## config.mk

```make
export PLATFORM = sky130hd
export DESIGN_NAME = ir_nec_tx
export DESIGN_NICKNAME = d
export VERILOG_FILES = /design/src/rtl/ir_nec_pkg.sv /design/src/rtl/ir_nec_cfg.sv /design/src/rtl/ir_nec_tick.sv /design/src/rtl/ir_nec_seq.sv /design/src/rtl/ir_nec_tx.sv
export SDC_FILE = /design/constraint.sdc
export NUM_CORES = 1
export LEC_CHECK = 0
export CORE_ASPECT_RATIO = 0.9
export CORE_MARGIN = 4
export CORE_UTILIZATION = 45
export CTS_BUF_LIST = sky130_fd_sc_hd__clkbuf_16
export DETAILED_ROUTE_END_ITERATION = 8
export DONT_BUFFER_PORTS = 1
export PLACE_DENSITY = 0.66
export SLEW_MARGIN = 20
export SYNTH_ARGS = -nofsm -noshare
export SYNTH_HDL_FRONTEND = slang
export SYNTH_SLANG_ARGS = --single-unit
```

## constraint.sdc

```tcl
create_clock -name clk -period 7.7 [get_ports clk]
set_input_delay 0.385 -clock clk [delete_from_list [all_inputs] [get_ports clk]]
set_output_delay 0.385 -clock clk [all_outputs]
set_load 0.01 [all_outputs]
```

## src/rtl/ir_nec_pkg.sv

```systemverilog
package ir_nec_pkg;

    localparam int DUR_W  = 16;
    localparam int PER_W  = 18;
    localparam int CODE_W = 32;
    localparam int RPT_W  = 16;
    localparam int ADDR_W = 3;
    localparam int BIT_W  = $clog2(CODE_W);

    localparam logic [ADDR_W-1:0] A_LEAD   = 3'd0;
    localparam logic [ADDR_W-1:0] A_RPT    = 3'd1;
    localparam logic [ADDR_W-1:0] A_BITLO  = 3'd2;
    localparam logic [ADDR_W-1:0] A_BITHI  = 3'd3;
    localparam logic [ADDR_W-1:0] A_CODE   = 3'd4;
    localparam logic [ADDR_W-1:0] A_CTRL   = 3'd5;
    localparam logic [ADDR_W-1:0] A_PERIOD = 3'd6;
    localparam logic [ADDR_W-1:0] A_STAT   = 3'd7;

    typedef enum logic [3:0] {
        ST_IDLE,
        ST_LEAD_LO,
        ST_LEAD_HI,
        ST_RPT_HI,
        ST_BIT_LO,
        ST_BIT_HI,
        ST_STOP_LO,
        ST_GAP,
        ST_DONE
    } tx_state_t;

    typedef struct packed {
        logic [DUR_W-1:0]  lead_lo;
        logic [DUR_W-1:0]  lead_hi;
        logic [DUR_W-1:0]  rpt_hi;
        logic [DUR_W-1:0]  bit_lo;
        logic [DUR_W-1:0]  zero_hi;
        logic [DUR_W-1:0]  one_hi;
        logic [CODE_W-1:0] code;
        logic              idle_pol;
        logic              full_rpt;
        logic [RPT_W-1:0]  rpt_cnt;
        logic [PER_W-1:0]  period;
    } tx_cfg_t;

endpackage

```

## src/rtl/ir_nec_cfg.sv

```systemverilog
module ir_nec_cfg
    import ir_nec_pkg::*;
(
    input  logic              clk,
    input  logic              rst_n,
    input  logic              we,
    input  logic [ADDR_W-1:0] addr,
    input  logic [31:0]       wdata,
    input  logic              capture,
    output tx_cfg_t           shadow,
    output logic              en,
    output logic              idle_live,
    output logic              clr_done
);

    tx_cfg_t live;
    logic    en_q;

    always_ff @(posedge clk or negedge rst_n) begin
        if (!rst_n) begin
            live <= '0;
            en_q <= 1'b0;
        end else if (we) begin
            unique case (addr)
                A_LEAD: begin
                    live.lead_lo <= wdata[DUR_W-1:0];
                    live.lead_hi <= wdata[31:16];
                end
                A_RPT:   live.rpt_hi <= wdata[DUR_W-1:0];
                A_BITLO: live.bit_lo <= wdata[DUR_W-1:0];
                A_BITHI: begin
                    live.zero_hi <= wdata[DUR_W-1:0];
                    live.one_hi  <= wdata[31:16];
                end
                A_CODE:  live.code <= wdata[CODE_W-1:0];
                A_CTRL: begin
                    en_q          <= wdata[0];
                    live.idle_pol <= wdata[1];
                    live.full_rpt <= wdata[2];
                    live.rpt_cnt  <= wdata[31:16];
                end
                A_PERIOD: live.period <= wdata[PER_W-1:0];
                default: ;
            endcase
        end
    end

    // copy taken once per transmission, at the enable rise
    always_ff @(posedge clk or negedge rst_n) begin
        if (!rst_n) begin
            shadow <= '0;
        end else if (capture) begin
            shadow <= live;
        end
    end

    assign en        = en_q;
    assign idle_live = live.idle_pol;
    assign clr_done  = we && (addr == A_STAT) && wdata[0];

    logic unused_hi;
    assign unused_hi = ^wdata[15:3];

endmodule

```

## src/rtl/ir_nec_tick.sv

```systemverilog
module ir_nec_tick #(
    parameter int CLK_DIV = 8
) (
    input  logic clk,
    input  logic rst_n,
    input  logic run,
    output logic tick
);

    localparam int CW = (CLK_DIV > 1) ? $clog2(CLK_DIV) : 1;
    localparam logic [CW-1:0] LAST = CW'(CLK_DIV - 1);

    logic [CW-1:0] cnt;

    // counter restarts whenever the sequencer is idle so the first
    // microsecond of a transmission is a full one
    always_ff @(posedge clk or negedge rst_n) begin
        if (!rst_n) begin
            cnt <= '0;
        end else if (!run || cnt == LAST) begin
            cnt <= '0;
        end else begin
            cnt <= cnt + 1'b1;
        end
    end

    assign tick = run && (cnt == LAST);

endmodule

```

## src/rtl/ir_nec_seq.sv

```systemverilog
module ir_nec_seq
    import ir_nec_pkg::*;
(
    input  logic    clk,
    input  logic    rst_n,
    input  logic    en,
    input  logic    tick,
    input  logic    idle_live,
    input  tx_cfg_t cfg,
    output logic    start,
    output logic    run,
    output logic    ir_out,
    output logic    irq,
    output logic    busy
);

    tx_state_t         state, nxt;
    logic              en_d;
    logic [DUR_W-1:0]  ph_cnt;
    logic [DUR_W-1:0]  cur_dur;
    logic [PER_W-1:0]  frm_cnt;
    logic [RPT_W-1:0]  frm_idx;
    logic [BIT_W-1:0]  bit_idx;
    logic [CODE_W-1:0] tx_order;
    logic              phase_end;
    logic              frame_due;
    logic              last_frame;
    logic              rpt_simple;
    logic              cur_bit;
    logic              new_frame;

    // reorder the code word into transmit order: high byte first, LSB first
    for (genvar k = 0; k < CODE_W; k++) begin : g_order
        localparam int SRC = (CODE_W/8 - 1 - k/8) * 8 + (k % 8);
        assign tx_order[k] = cfg.code[SRC];
    end

    assign cur_bit    = tx_order[bit_idx];
    assign start      = en && !en_d && (state == ST_IDLE);
    assign last_frame = (frm_idx == cfg.rpt_cnt);
    assign rpt_simple = (frm_idx != '0) && !cfg.full_rpt;
    assign frame_due  = ({1'b0, frm_cnt} + (PER_W+1)'(1)) >= {1'b0, cfg.period};
    assign phase_end  = tick && (({1'b0, ph_cnt} + (DUR_W+1)'(1)) >= {1'b0, cur_dur});
    assign new_frame  = (nxt == ST_LEAD_LO) && (state != ST_LEAD_LO);

    always_comb begin
        unique case (state)
            ST_LEAD_LO: cur_dur = cfg.lead_lo;
            ST_LEAD_HI: cur_dur = cfg.lead_hi;
            ST_RPT_HI:  cur_dur = cfg.rpt_hi;
            ST_BIT_LO:  cur_dur = cfg.bit_lo;
            ST_STOP_LO: cur_dur = cfg.bit_lo;
            ST_BIT_HI:  cur_dur = cur_bit ? cfg.one_hi : cfg.zero_hi;
            default:    cur_dur = '0;
        endcase
    end

    always_comb begin
        nxt = state;
        unique case (state)
            ST_IDLE:    if (start)     nxt = ST_LEAD_LO;
            ST_LEAD_LO: if (phase_end) nxt = rpt_simple ? ST_RPT_HI : ST_LEAD_HI;
            ST_LEAD_HI: if (phase_end) nxt = ST_BIT_LO;
            ST_RPT_HI:  if (phase_end) nxt = ST_STOP_LO;
            ST_BIT_LO:  if (phase_end) nxt = ST_BIT_HI;
            ST_BIT_HI:  if (phase_end) nxt = (bit_idx == BIT_W'(CODE_W-1)) ? ST_STOP_LO : ST_BIT_LO;
            ST_STOP_LO: if (phase_end) nxt = last_frame ? ST_DONE : (frame_due ? ST_LEAD_LO : ST_GAP);
            ST_GAP:     if (tick && frame_due) nxt = ST_LEAD_LO;
            ST_DONE:    nxt = ST_IDLE;
            default:    nxt = ST_IDLE;
        endcase
        if (!en && state != ST_IDLE && state != ST_DONE) begin
            nxt = ST_IDLE;
        end
    end

    // state register
    always_ff @(posedge clk or negedge rst_n) begin
        if (!rst_n) begin
            state <= ST_IDLE;
        end else begin
            state <= nxt;
        end
    end

    // phase, frame and bit counters
    always_ff @(posedge clk or negedge rst_n) begin
        if (!rst_n) begin
            en_d    <= 1'b0;
            ph_cnt  <= '0;
            frm_cnt <= '0;
            frm_idx <= '0;
            bit_idx <= '0;
        end else begin
            en_d <= en;

            if (nxt != state) begin
                ph_cnt <= '0;
            end else if (tick) begin
                ph_cnt <= ph_cnt + 1'b1;
            end

            if (new_frame) begin
                frm_cnt <= '0;
            end else if (tick && frm_cnt != '1) begin
                frm_cnt <= frm_cnt + 1'b1;
            end

            if (state == ST_IDLE) begin
                frm_idx <= '0;
            end else if (new_frame) begin
                frm_idx <= frm_idx + 1'b1;
            end

            if (state != ST_BIT_LO && state != ST_BIT_HI) begin
                bit_idx <= '0;
            end else if (state == ST_BIT_HI && phase_end) begin
                bit_idx <= bit_idx + 1'b1;
            end
        end
    end

    // outputs
    always_comb begin
        run  = (state != ST_IDLE);
        busy = (state != ST_IDLE);
        irq  = (state == ST_DONE);
        unique case (state)
            ST_IDLE:    ir_out = idle_live;
            ST_LEAD_LO,
            ST_BIT_LO,
            ST_STOP_LO: ir_out = ~cfg.idle_pol;
            default:    ir_out = cfg.idle_pol;
        endcase
    end

endmodule

```

## src/rtl/ir_nec_tx.sv

```systemverilog
module ir_nec_tx
    import ir_nec_pkg::*;
#(
    parameter int CLK_DIV = 8
) (
    input  logic              clk,
    input  logic              rst_n,
    input  logic              cfg_we,
    input  logic [ADDR_W-1:0] cfg_addr,
    input  logic [31:0]       cfg_wdata,
    output logic              ir_out,
    output logic              tx_irq,
    output logic              tx_done,
    output logic              tx_busy
);

    tx_cfg_t shadow;
    logic    cfg_en;
    logic    idle_live;
    logic    clr_done;
    logic    start;
    logic    run;
    logic    tick;
    logic    done_q;

    ir_nec_cfg u_cfg (
        .clk       (clk),
        .rst_n     (rst_n),
        .we        (cfg_we),
        .addr      (cfg_addr),
        .wdata     (cfg_wdata),
        .capture   (start),
        .shadow    (shadow),
        .en        (cfg_en),
        .idle_live (idle_live),
        .clr_done  (clr_done)
    );

    ir_nec_tick #(.CLK_DIV(CLK_DIV)) u_tick (
        .clk   (clk),
        .rst_n (rst_n),
        .run   (run),
        .tick  (tick)
    );

    ir_nec_seq u_seq (
        .clk       (clk),
        .rst_n     (rst_n),
        .en        (cfg_en),
        .tick      (tick),
        .idle_live (idle_live),
        .cfg       (shadow),
        .start     (start),
        .run       (run),
        .ir_out    (ir_out),
        .irq       (tx_irq),
        .busy      (tx_busy)
    );

    always_ff @(posedge clk or negedge rst_n) begin
        if (!rst_n) begin
            done_q <= 1'b0;
        end else if (tx_irq) begin
            done_q <= 1'b1;
        end else if (clr_done) begin
            done_q <= 1'b0;
        end
    end

    assign tx_done = done_q;

endmodule

```

-- Word level (Yosys, flattened, before mapping)
Cells that the tools add are included.
- register bits after elaboration: 393
- input port bits: 38
- output and inout port bits: 4
- $add $sub $neg: 7
- order comparisons: 3
- equality and inequality tests: 25
- multiplexer cells: 30
- bitwise logic cells: 1
- reduce and logical (&&, ||, !) cells: 37
- operator list (cell ; count):
    $mux 16 ; 5
    $pmux 16 s5 ; 1
    $mux 4 ; 10
    $mux 18 ; 2
    $add 16x1->16 const B ; 2
    $pmux 4 s8 ; 1
    $add 18x1->19 const B ; 1
    $ge 19x18->1 ; 1
    $add 18x1->18 const B ; 1
    $ne 18x18->1 const B ; 1
    $add 16x1->17 const B ; 1
    $ge 17x16->1 ; 1
    $eq 16x16->1 ; 1
    $eq 4x3->1 const B ; 4
    $reduce_bool 16->1 ; 1
    $eq 3x3->1 const B ; 5
    $logic_and 1x1->1 ; 14
    $reduce_and 2->1 ; 7
    $mux 5 ; 2
    $reduce_bool 2->1 ; 5
    $eq 4x1->1 const B ; 2
    $eq 4x2->1 const B ; 2
    $ne 4x3->1 const B ; 2
    $eq 3x2->1 const B ; 2
    22 further kinds ; 29

-- Longest topological paths before layout
Gate-level depths: netlist of run 1.
- depth in word-level cells: 13
- gate-level depth with buffers: 21
- depth with buffers taken out: 20

-- Hierarchy
From an unflattened synthesis of run 1, not the netlist that was laid out.
- cells, all modules: 1391
- area, all modules: 18123.6 sq um
- by module, submodules not included (module ; instances ; cells an instance ; area an instance (sq um) ; sequential area each (sq um)):
    ir_nec_cfg ; 1 ; 707 ; 12309.3 ; 8232.9
    ir_nec_seq ; 1 ; 672 ; 5640.4 ; 1501.4
    ir_nec_tick ; 1 ; 9 ; 137.6 ; 75.1
    ir_nec_tx ; 1 ; 3 ; 36.3 ; 25.0

-- Worst setup path before layout of run 1
Ideal clock, no wire load.
- kind: flip-flop to flip-flop
- start: register u_seq.bit_idx[0]
- end: register u_seq.ph_cnt[7]
- library setup time: 0.072 ns
- arrival time: 5.682 ns
- data required time: 7.628 ns
- slack: 1.946 ns
- stages on the path, launching flop included: 20
- buffers on the path: 3
- cell sequence: dfrtp_1 buf_1 mux4_2 mux4_2 mux2i_1 buf_2 mux2i_1 o21a_1 ha_1 a211oi_1 nor2_1 a2111oi_0 nand2b_1 a21oi_1 a2111oi_2 o21ai_1 xor2_1 o2111ai_2 buf_2 nor2_1
- longest elaborated chain between the ends: 11
- RTL lines (element ; line ; source):
    from (decl) ; ir_nec_seq.sv:23 ; logic [BIT_W-1:0] bit_idx;
    from (signal assigned) ; ir_nec_seq.sv:118 ; bit_idx <= bit_idx + 1'b1;
    $bmux 1 s5 ; ir_nec_seq.sv:38 ; assign cur_bit = tx_order[bit_idx];
    $mux 1 (not written as such) ; ir_nec_seq.sv:38 ;
    $mux 16 ; ir_nec_seq.sv:53 ; ST_BIT_HI: cur_dur = cur_bit ? cfg.one_hi : cfg.zero_hi;
    $pmux 16 s5 ; ir_nec_seq.sv:47 ; unique case (state)
    $ge 17x16->1 ; ir_nec_seq.sv:43 ; assign phase_end = tick && (({1'b0, ph_cnt} + (DUR_W+1)'(1)) >= {1'b0, cur_dur});
    $logic_and 1x1->1 ; ir_nec_seq.sv:43 ;
    $mux 4, or another cell as far along ; ir_nec_seq.sv:67 ; ST_STOP_LO: if (phase_end) nxt = last_frame ? ST_DONE : (frame_due ? ST_LEAD_LO : ST_GAP);
    $pmux 4 s8 (*) ; ir_nec_seq.sv:60 ; unique case (state)
    $mux 4 (*) ; ir_nec_seq.sv:72 ; if (!en && state != ST_IDLE && state != ST_DONE) begin
    $ne 4x4->1 (*) ; ir_nec_seq.sv:97 ; if (nxt != state) begin
    $mux 16 / $reduce_bool 2->1 (equally long branches) ; n/a ;
    to (signal assigned) ; ir_nec_seq.sv:100 ; ph_cnt <= ph_cnt + 1'b1;
    to (decl) ; ir_nec_seq.sv:19 ; logic [DUR_W-1:0] ph_cnt;
Every way passes the cells marked *; elsewhere a longest branch is shown, timed or not. The select of a mux whose other input is x is not followed.
A chain may end at the register's enable or synchronous reset.

-- Final worst setup path of run 1
- start: register u_seq.bit_idx[0]
- end: register u_seq.ph_cnt[1]
The elaborated chain is that of the path after synthesis.

==> metrics.md, run 1 <==
| Metric | Value |
|---|---|
| Pwr/cell area | `316 nW/µm²` |
| Origin of the worst setup path | `u_seq.bit_idx[0]` |
| Hold Fails Final Rpt | `393` |
| Die Wd | `218 µm` |
| Buf/Inv on CP | `1` |
| Syn avg cell area | `12.9 µm²` |
| RR Startpoint | `u_seq.bit_idx[0]` |
| Clock period minus worst slack | `6.04 ns` |
| Hold Slack | `-0.446 ns` |
| DR iter-0 viols | `760` |
| CP Depth | `17` |
| Antenna violations before repair | `13` |
| CP top delay family | `compound AO/OA/AOI/OAI gates` |
| Reg2reg end | `u_seq.ph_cnt[1]` |
| Ys async rst share | `1.00` |
| Most frequent cells in the layout | `dfrtp_1 (393), mux2_2 (312), nor2_1 (82)` |
| # DRC | `0` |
| FP Rows | `68` |
| Worst EP arrival | `6.48 ns` |
| Fill cells | `3316` |
| Multi-input gate area | `7680 µm²` |
| Startpoint types | `register` |
| Share of cells above drive strength 1 | `0.286` |
| Nets@finish | `1485` |
| Starting Density | `0.460` |
| CTS clock-pin slew for the worst setup and hold paths | `0.06 ns` |
| Largest net degree at the start of global routing | `394` |
| Slew margin rel. | `0.00755` |
| Synth area leader | `dfrtp_1` |
| Register Area | `9830 µm²` |
| Slew @ Worst Pin | `1.49 ns` |
| Grt ovf | `0` |
| Failing checks | `negative hold slack` |
| CP Max Fanout | `16` |
| WL per Instance | `21.7 µm` |
| Max cap viols | `0` |
| Peak supply drop | `0.221 mV` |
| Most common cell after layout, fill and taps aside | `dfrtp_1` |
| Routability cong. | `0.867` |
| Seq/Total Area, Yosys | `0.552` |
| Detail Route Antenna Nets | `0` |
| Post-CTS Resized | `0` |
| End point of the critical path | `u_seq.ph_cnt[1]` |
| Yosys top cell area share | `0.552` |
| Finished Cell Area | `20000 µm²` |
| Hold-fix buffer count after cts | `32` |
| Max Clk Rate | `165 MHz` |
| Top cells by area, synth | `dfrtp_1 (55%), mux2_2 (20%), ha_1 (3.0%)` |
| Area grow syn2layout | `12.2%` |
| Placed cell areas | `18400 µm²` |
| Syn_nets | `1456` |
| Core Area | `38700 µm²` |
| Clock Tree Root | `clkbuf_16` |
| Final setup violation count | `0` |
| Die area | `42800 µm²` |
| CTS Sinks | `393` |
| Synth Register Bits | `393` |
| DR vias/cell | `5.65` |
| Flop2flop setup slack | `1.66 ns` |
| Tot GR Track Use | `0.201` |
| Final wirelength | `42.7 mm` |
| Most used DFF post-synth | `dfrtp_1` |
| CP Cell Sequence | `mux4_2 -> mux4_2 -> mux2i_2 -> buf_4 -> mux2i_1 -> o21a_1 -> ha_1 -> a211oi_1 -> nor2_1 -> a2111oi_0 -> nand2b_1 -> a21oi_1 -> a2111oi_2 -> o21ai_1 -> xor2_1 -> o2111ai_2 -> a21oi_1` |
| Slowest CP cell | `dfrtp_1` |
| Vias in the first global route | `11100` |
| Htree depth | `2` |
| Total I/O pin count | `42` |
| CTS tree | `built` |
| Pleak | `8.88 nW` |
| Synth unique cells | `62` |
| Slew Limit Fails | `0` |
| Drt first pass iters | `5` |
| RSZ-0062 raised after global routing | `false` |
| HP Class | `in2async` |
| Final Skew | `0.0167 ns` |
| Largest stage delay on the critical path | `0.71 ns` |
| Die Ht | `197 µm` |
| Post-Syn Area | `17800 µm²` |
| CP Capture Type | `register` |
| Total CTS buffers | `41` |
| Setup CP Type | `reg2reg` |
| Post-synthesis cell count | `1376` |
| DR vias | `11100` |
| Crit share post-route | `0.785` |
| EDFF count, synth | `0` |
| Status | `complete, but fails checks` |
| Worst skew pair latency | `0.54 ns` |
| Yosys warnings | `0` |
| Critical path required time | `8.14 ns` |
| FF-to-FF path depth | `17` |
| CTS max path bufs | `3` |
| DP HPWL | `27.0 mm` |
| Buffers on Ports | `0` |
| Setup TNS | `0 ns` |
| First-pass GRT wire length | `67.2 mm` |
-- routing by layer --
layer / share of wire / track usage
met1: 0.46 / 0.285
met5: 0.0013 / 0
met2: 0.46 / 0.316
met4: 0.018 / 0.0422
met3: 0.059 / 0.0501
-- Yosys cell counts (3+ instances only) --
library cell / count
clkbuf_1: 52
ha_1: 42
buf_1: 3
a22o_1: 17
a21oi_1: 23
mux2_2: 312
nor3_1: 12
nor3b_1: 3
and2_1: 4
xor2_1: 57
mux4_2: 10
o211ai_1: 3
nor4_1: 9
o21a_1: 19
nand2_1: 77
xnor2_1: 27
nand2b_1: 12
a31oi_1: 4
nor2_1: 82
nand3_1: 29
inv_1: 25
and3_1: 20
nand4_1: 14
buf_2: 6
o21ai_1: 3
a41o_1: 4
o21ai_0: 33
mux2i_1: 21
nand4b_1: 3
dfrtp_1: 393
a211oi_1: 3
a221oi_1: 16
-- cells by family (layout without fill, tap and decap cells) --
| kind of cell | count (synthesis) | in the layout | synth area share |
|---|---|---|---|
| mux | 343 | 343 | 0.222 |
| fa+ha+maj | 43 | 43 | 0.0301 |
| other cells | 0 | 8 | 0 |
| compound gates | 144 | 144 | 0.0585 |
| buf+inv | 89 | 150 | 0.0196 |
| xor+xnor | 84 | 84 | 0.0413 |
| flops | 393 | 393 | 0.552 |
| simple gates | 280 | 280 | 0.0765 |
-- power breakdown --
part / internal [mW] / switching [mW]
logic: 0.803 / 0.645
registers: 2.70 / 0.352
clock network: 1.02 / 0.795
total: 4.52 / 1.79
-- layout make-up --
type                       count  share of cell area
inverter                      27             0.00507
tap                          525              0.0329
antenna                        8             0.00100
timing repair buffer          48              0.0227
sequential                   393               0.492
multi-input combinational    894               0.385
clock inverter                33             0.00883
clock buffer                  42              0.0526
-- repair_timing --
action                                  CTS  global route
setup buffers                             0             0
hold endpoints to repair                556           393
endpoints found under the setup margin    0             0
-- stage by stage --
step	setup slack (ns)	utilization	total power [mW]	hold slack [ns]	instances
after floorplan	1.95	-	4.10	0.0894	1376
after global placement	1.81	0.475	4.43	0.129	1855
after detailed placement	1.70	0.475	4.49	0.124	1855
after CTS	1.64	0.515	6.36	-0.444	1962
after global routing	1.22	0.516	6.66	-0.471	1965
final	1.66	0.516	6.31	-0.446	1970
-- worst min path at each step --
stage	end	cells after the start	startpoint	slack, ns
5_1_grt	u_seq.frm_cnt[6]	0	rst_n	-0.47
6_report	u_seq.frm_cnt[6]	0	rst_n	-0.45
4_1_cts	u_seq.frm_cnt[6]	0	rst_n	-0.44
3_3_place_gp	u_cfg.shadow[7]	0	rst_n	0.13
3_5_place_dp	u_seq.frm_cnt[6]	0	rst_n	0.12
2_1_floorplan	tx_done	0	rst_n	0.09
-- state kept, by name (all words and copies together) (netlist names), 3 cells and up --
register and count:
u_seq.bit_idx 5, u_cfg.shadow 164, u_cfg.live 163, u_tick.cnt 3
u_seq.ph_cnt 16, u_seq.frm_cnt 18, u_seq.state 4, u_seq.frm_idx 16
Power figures use the tool's default switching activity.
==> run 2, diff against run 1 <==
==> constraint.sdc (replaced) <==
create_clock -name clk -period 5.7 [get_ports clk]
set_input_delay 0.285 -clock clk [delete_from_list [all_inputs] [get_ports clk]]
set_output_delay 0.285 -clock clk [all_outputs]
set_load 0.01 [all_outputs]
==> run 2 against run 1 <==
  * Sequential share of layout area decreased by 0.28 points
  * Clock skew increased by 0.0028 ns
  * The run still ends with negative hold slack left
  * Sequential cell count unchanged
  * Worst hold slack got worse by 0.087 ns
  * Global-route usage decreased by 0.28 points
  * Design area increased by 0.57%
  * Worst setup slack got worse by 1.2 ns
  * First-iteration DRC count decreased by 4.1%
  * Critical path depth increased by 1
  * Via count decreased by 0.66%
==> metrics.md, run 2 (synthesis gave the netlist of run 1 again) <==
| Metric | Value |
|---|---|
| Final wirelength | `42.0 mm (-1.6%)` |
| Htree depth | `2 (unchanged)` |
| Core Area | `38700 µm² (unchanged)` |
| Hold Fails Final Rpt | `393 (unchanged)` |
| CTS tree | `built` |
| RSZ-0062 raised after global routing | `false` |
| HP Class | `in2async` |
| Setup CP Type | `reg2reg` |
| Post-CTS Setup Repair Bufs | `0 (unchanged)` |
| Startpoint types | `register` |
| Slew margin rel. | `0.0999 (+0.0923)` |
| DR vias | `11100 (-0.66%)` |
| Detail Route Antenna Nets | `0 (unchanged)` |
| Hold-fix buffer count after cts | `35 (+9.4%)` |
| Max cap viols | `0 (unchanged)` |
| CTS Sinks | `393 (unchanged)` |
| Die area | `42800 µm² (unchanged)` |
| Max FFs per register | `164 (unchanged)` |
| Worst skew pair latency | `0.53 ns (about the same)` |
| Max Clk Rate | `191 MHz (+16%)` |
| Hold Slack | `-0.533 ns (-0.0866 ns)` |
| Crit share post-route | `0.918 (+0.133)` |
| Drt first pass iters | `5 (unchanged)` |
| Worst EP arrival | `5.65 ns (-0.83 ns)` |
| Total I/O pin count | `42 (unchanged)` |
| Vias in the first global route | `11400 (+3.0%)` |
| Peak supply drop | `0.327 mV (+48%)` |
| DR iter-0 viols | `729 (-4.1%)` |
| Reg2reg end | `u_seq.frm_idx[10]` |
| Area grow syn2layout | `12.8%` |
| DR vias/cell | `5.60 (-0.91%)` |
| Die Wd | `218 µm (unchanged)` |
| Slew Limit Fails | `0 (unchanged)` |
| FP Rows | `68 (unchanged)` |
| Critical path required time | `6.12 ns (-2.02 ns)` |
| Clock Tree Root | `clkbuf_16` |
| DP HPWL | `27.9 mm (+3.3%)` |
| Placed Cells | `1865 (+0.54%)` |
| Final setup violation count | `0 (unchanged)` |
| Pleak | `8.95 nW (+0.70%)` |
| CP Max Fanout | `16 (unchanged)` |
| # DRC | `0 (unchanged)` |
| Fill cells | `3277 (-1.2%)` |
| Routability cong. | `0.887 (+2.3%)` |
| Status | `complete, but fails checks` |
| CTS max path bufs | `3 (unchanged)` |
| Failing checks | `negative hold slack` |
| Tot GR Track Use | `0.198 (-0.00281)` |
| CP Capture Type | `register` |
| RR Startpoint | `u_seq.bit_idx[0]` |
| Most frequent cells in the layout | `dfrtp_1 (393), mux2_2 (312), nor2_1 (82)` |
| Largest registers | `u_cfg.shadow x164, u_cfg.live x163, u_seq.frm_cnt x18` |
| Clock period minus worst slack | `5.23 ns (-0.813 ns)` |
| FF-to-FF path depth | `18 (+1)` |
| CTS clock-pin slew for the worst setup and hold paths | `0.06 ns (about the same)` |
| Biggest register | `u_cfg.shadow` |
| Final Skew | `0.0195 ns (+0.00284 ns)` |
| Largest net degree at the start of global routing | `394 (unchanged)` |
| Pwr/cell area | `427 nW/µm² (+35%)` |
| First-pass GRT wire length | `66.9 mm (-0.51%)` |
| Nets@finish | `1499 (+0.94%)` |
| Slew @ Worst Pin | `1.35 ns (-0.138 ns)` |
| Share of cells above drive strength 1 | `0.293 (+0.00652)` |
| Grt ovf | `0 (unchanged)` |
| Finished Layout Cells | `1975 (+0.25%)` |
| Core Util, Final | `0.519 (+0.00294)` |
| Pre-CTS setup slack | `0.206 ns (-1.49 ns)` |
| Die Ht | `197 µm (unchanged)` |
| Origin of the worst setup path | `u_seq.bit_idx[0]` |
| Finished Cell Area | `20100 µm² (+0.57%)` |
| Flop2flop setup slack | `0.47 ns (-1.19 ns)` |
| Buffers on Ports | `0 (unchanged)` |
| Most common cell after layout, fill and taps aside | `dfrtp_1` |
| Setup TNS | `0 ns (unchanged)` |
| Placed cell areas | `18500 µm² (+0.36%)` |
| Tot Pwr | `8.57 mW (+36%)` |
| WL per Instance | `21.3 µm (-1.9%)` |
| Total CTS buffers | `41 (unchanged)` |
| Final worst slack | `0.469 ns (-1.19 ns)` |
| Antenna violations before repair | `6 (-7)` |
| Starting Density | `0.460 (unchanged)` |
-- run 2: changes by cell type in the layout (fill, tap and decap cells not counted), sizes merged, moves of 3 or more --
| cell | change |
|---|---|
| dlygate4sd3 | +3 |
| buf | +10 |
| clkinv | -3 |
| diode | -4 |
-- run 2: area by class of cell --
class,count,area [µm²],share of cell area
antenna,4,10.0,0.000498
clock buffer,42,1050,0.0523
clock inverter,28,166,0.00828
inverter,27,101,0.00505
multi-input combinational,895,7710,0.384
sequential,393,9830,0.490
tap,525,657,0.0327
timing repair buffer,61,558,0.0278
-- run 2: critical path: stages, from the launching register on --
cell       delay [ns]
dfrtp_1          0.35
buf_4            0.17
mux4_2           0.51
mux4_2           0.49
mux2i_2          0.17
buf_4            0.27
mux2i_1          0.21
o21a_1           0.13
ha_1             0.23
a211oi_1         0.25
nor2_1           0.09
a2111oi_2        0.40
nor2_1           0.11
o41a_1           0.46
a21oi_1          0.22
nor3b_4          0.35
and2_4           0.35
a31oi_1          0.12
a41o_1           0.21
-- run 2: worst max path at each step --
stage          cells past startpoint                 to  slack, ns
4_1_cts                           18    u_seq.ph_cnt[1]       0.14
2_1_floorplan                     19    u_seq.ph_cnt[7]       0.11
5_1_grt                           18    u_seq.ph_cnt[1]       0.08
3_3_place_gp                      18    u_seq.ph_cnt[1]       0.29
3_5_place_dp                      18    u_seq.ph_cnt[1]       0.21
6_report                          18  u_seq.frm_idx[10]       0.47
-- run 2: layer usage --
metal / global-route usage / wire (µm) / up-vias
met2: 0.326 / 20000 / 174
met5: 0 / 13 / -
met3: 0.0305 / 1510 / 51
met1: 0.285 / 19900 / 5810
li1: - / - / 5016
met4: 0.0332 / 606 / 2
-- run 2: power by group --
| part | switching (mW) | internal (mW) | total [mW] |
|---|---|---|---|
| clock network | 1.07 | 1.38 | 2.45 |
| logic | 0.898 | 1.10 | 2.00 |
| registers | 0.479 | 3.64 | 4.12 |
| total | 2.45 | 6.12 | 8.57 |
-- run 2: repair_timing --
item / CTS / global route
endpoints found under the hold margin: 559 / 393
setup endpoints to repair: 0 / 27
gates resized for setup: 0 / 4
==> run 3, diff against run 2 <==
--- a/config.mk
+++ b/config.mk
@@ -11,7 +11,7 @@
 export CTS_BUF_LIST = sky130_fd_sc_hd__clkbuf_16
 export DETAILED_ROUTE_END_ITERATION = 8
 export DONT_BUFFER_PORTS = 1
-export PLACE_DENSITY = 0.66
+export PLACE_DENSITY = 0.7
 export SLEW_MARGIN = 20
 export SYNTH_ARGS = -nofsm -noshare
 export SYNTH_HDL_FRONTEND = slang
==> run 3 against run 2 <==
  * Via count increased by 0.75%
  * The run still ends with negative hold slack left
  * Clock skew decreased by 0.010 ns
  * Maximum frequency decreased by 2.8%
  * Sequential share of layout area about the same
  * Register-to-register slack got worse by 0.15 ns
==> metrics.md, run 3 (synthesis gave the netlist of run 1 again) <==
| Metric | Value |
|---|---|
| Setup CP Type | `reg2reg` |
| Total I/O pin count | `42 (unchanged)` |
| Die Wd | `218 µm (unchanged)` |
| Origin of the worst setup path | `u_seq.bit_idx[0]` |
| Max cap viols | `0 (unchanged)` |
| Total CTS buffers | `42 (+2.4%)` |
| # DRC | `0 (unchanged)` |
| Setup TNS | `0 ns (unchanged)` |
| Grt ovf | `0 (unchanged)` |
| Most common cell after layout, fill and taps aside | `dfrtp_1` |
| Largest net degree at the start of global routing | `394 (unchanged)` |
| Worst EP arrival | `5.79 ns (+0.14 ns)` |
| DR vias/cell | `5.64 (+0.80%)` |
| DP HPWL | `27.5 mm (-1.3%)` |
| Biggest register | `u_cfg.shadow` |
| Antenna violations before repair | `8 (+2)` |
| Failing checks | `negative hold slack` |
| CP Capture Type | `register` |
| Crit share post-route | `0.944 (+0.0265)` |
| DR vias | `11100 (+0.75%)` |
| Status | `complete, but fails checks` |
| Clock Tree Root | `clkbuf_16` |
| Peak supply drop | `0.317 mV (-3.0%)` |
| Final worst slack | `0.318 ns (-0.151 ns)` |
| Startpoint types | `register` |
| CTS tree | `built` |
| Critical path required time | `6.11 ns (about the same)` |
| Routability cong. | `0.901 (+1.6%)` |
| Tot GR Track Use | `0.199 (+0.000700)` |
| Slew @ Worst Pin | `1.20 ns (-0.155 ns)` |
| Slew Limit Fails | `0 (unchanged)` |
| CP Max Fanout | `16 (unchanged)` |
| Slew margin rel. | `0.203 (+0.103)` |
| Final setup violation count | `0 (unchanged)` |
| Pwr/cell area | `428 nW/µm² (+0.19%)` |
| Die area | `42800 µm² (unchanged)` |
| Nets@finish | `1499 (unchanged)` |
| Pre-CTS setup slack | `-0.0772 ns (-0.283 ns)` |
| Detail Route Antenna Nets | `0 (unchanged)` |
| Starting Density | `0.460 (unchanged)` |
| Max Clk Rate | `186 MHz (-2.8%)` |
| DR iter-0 viols | `794 (+8.9%)` |
| RR Startpoint | `u_seq.bit_idx[0]` |
| Clock period minus worst slack | `5.38 ns (+0.151 ns)` |
| Largest registers | `u_cfg.shadow x164, u_cfg.live x163, u_seq.frm_cnt x18` |
| Core Util, Final | `0.519 (about the same)` |
| Max FFs per register | `164 (unchanged)` |
| Share of cells above drive strength 1 | `0.296 (+0.00325)` |
| Final wirelength | `42.0 mm (about the same)` |
| Hold Fails Final Rpt | `393 (unchanged)` |
| HP Class | `in2async` |
| Hold Slack | `-0.535 ns (-0.00224 ns)` |
| CTS clock-pin slew for the worst setup and hold paths | `0.06 ns (about the same)` |
| Hold-fix buffer count after cts | `34 (-2.9%)` |
| Drt first pass iters | `5 (unchanged)` |
| Area grow syn2layout | `12.8% (about the same)` |
| CTS max path bufs | `3 (unchanged)` |
| Die Ht | `197 µm (unchanged)` |
| WL per Instance | `21.3 µm (about the same)` |
| First-pass GRT wire length | `66.7 mm (-0.22%)` |
| Final Skew | `0.00917 ns (-0.0104 ns)` |
| Vias in the first global route | `11400 (+0.29%)` |
| Most frequent cells in the layout | `dfrtp_1 (392), mux2_2 (312), nor2_1 (82)` |
| Pleak | `8.94 nW (about the same)` |
| FP Rows | `68 (unchanged)` |
| CTS Sinks | `393 (unchanged)` |
| Buffers on Ports | `0 (unchanged)` |
| Htree depth | `2 (unchanged)` |
| Worst skew pair latency | `0.53 ns (about the same)` |
| Core Area | `38700 µm² (unchanged)` |
## run 3: cell types whose count changed in the layout (fill, tap and decap cells not counted), sizes merged
cell / delta
clkinv: +2
dlygate4sd3: -1
clkinvlp: +2
inv: -2
diode: -2
## run 3: power breakdown
part / internal, mW / switching (mW) / leakage [nW]
logic: 1.12 / 0.884 / 3.45
clock network: 1.38 / 1.08 / 0.625
registers: 3.64 / 0.487 / 4.86
total: 6.14 / 2.45 / 8.94
## run 3: worst paths after layout
path	to	slack, ns	cells past startpoint
hold reg to reg	u_tick.cnt[0]	0.44	1
max in group asynchronous	u_cfg.shadow[23]	5.67	0
setup / recovery	u_seq.frm_idx[12]	0.32	19
min in group clk	tx_done	0.02	3
hold / removal	u_seq.frm_cnt[6]	-0.54	0
setup reg to reg	u_seq.frm_idx[12]	0.32	19
## run 3: worst max-delay path, stage by stage (launching register included)
cell,delay (ns)
dfrtp_2,0.45
buf_4,0.21
mux4_2,0.51
mux4_2,0.50
mux2i_2,0.17
buf_6,0.25
mux2i_1,0.24
o21a_1,0.13
ha_1,0.24
a211oi_1,0.25
nor2_1,0.09
a2111oi_2,0.39
buf_4,0.18
nor2_1,0.05
o41a_1,0.43
a21oi_1,0.19
nor3b_4,0.33
and2_4,0.34
a31oi_1,0.12
a41o_1,0.22
## run 3: repair_timing
action / CTS / global route
hold endpoints to repair: 559 / 393
setup endpoints to repair: 19 / 32
pin swaps: 0 / 2
gates resized for setup: 2 / 3
gates cloned: 0 / 1
setup buffers: 0 / 1
## run 3: layout make-up
| type | instances | area [µm²] |
|---|---|---|
| Timing Repair Buffer | 60 | 572 |
| Clock buffer | 42 | 1050 |
| Tap cell | 525 | 657 |
| Antenna cell | 2 | 5.00 |
| Fill cell | 3289 | 18600 |
| Clock inverter | 30 | 173 |
| Inverter | 27 | 101 |
| Sequential cell | 393 | 9840 |
| Multi-Input combinational cell | 895 | 7700 |
## run 3: stage by stage
step                      std cells  total power [mW]  hold slack, ns  cell area [µm²]
after floorplan                1376              5.54         -0.0106            17800
after global placement         1862              5.99          0.0233            18400
after detailed placement       1864              6.09          0.0223            18500
after CTS                      1970              8.63          -0.534            20000
after global routing           1973              9.06          -0.555            20100
final                          1974              8.59          -0.535            20100
## run 3: metal layers
metal	share of wire	wire [µm]	GRT usage
met5	0.00064	27	0
met3	0.051	2150	0.0378
met2	0.46	19300	0.314
met4	0.029	1200	0.0572
met1	0.46	19300	0.282
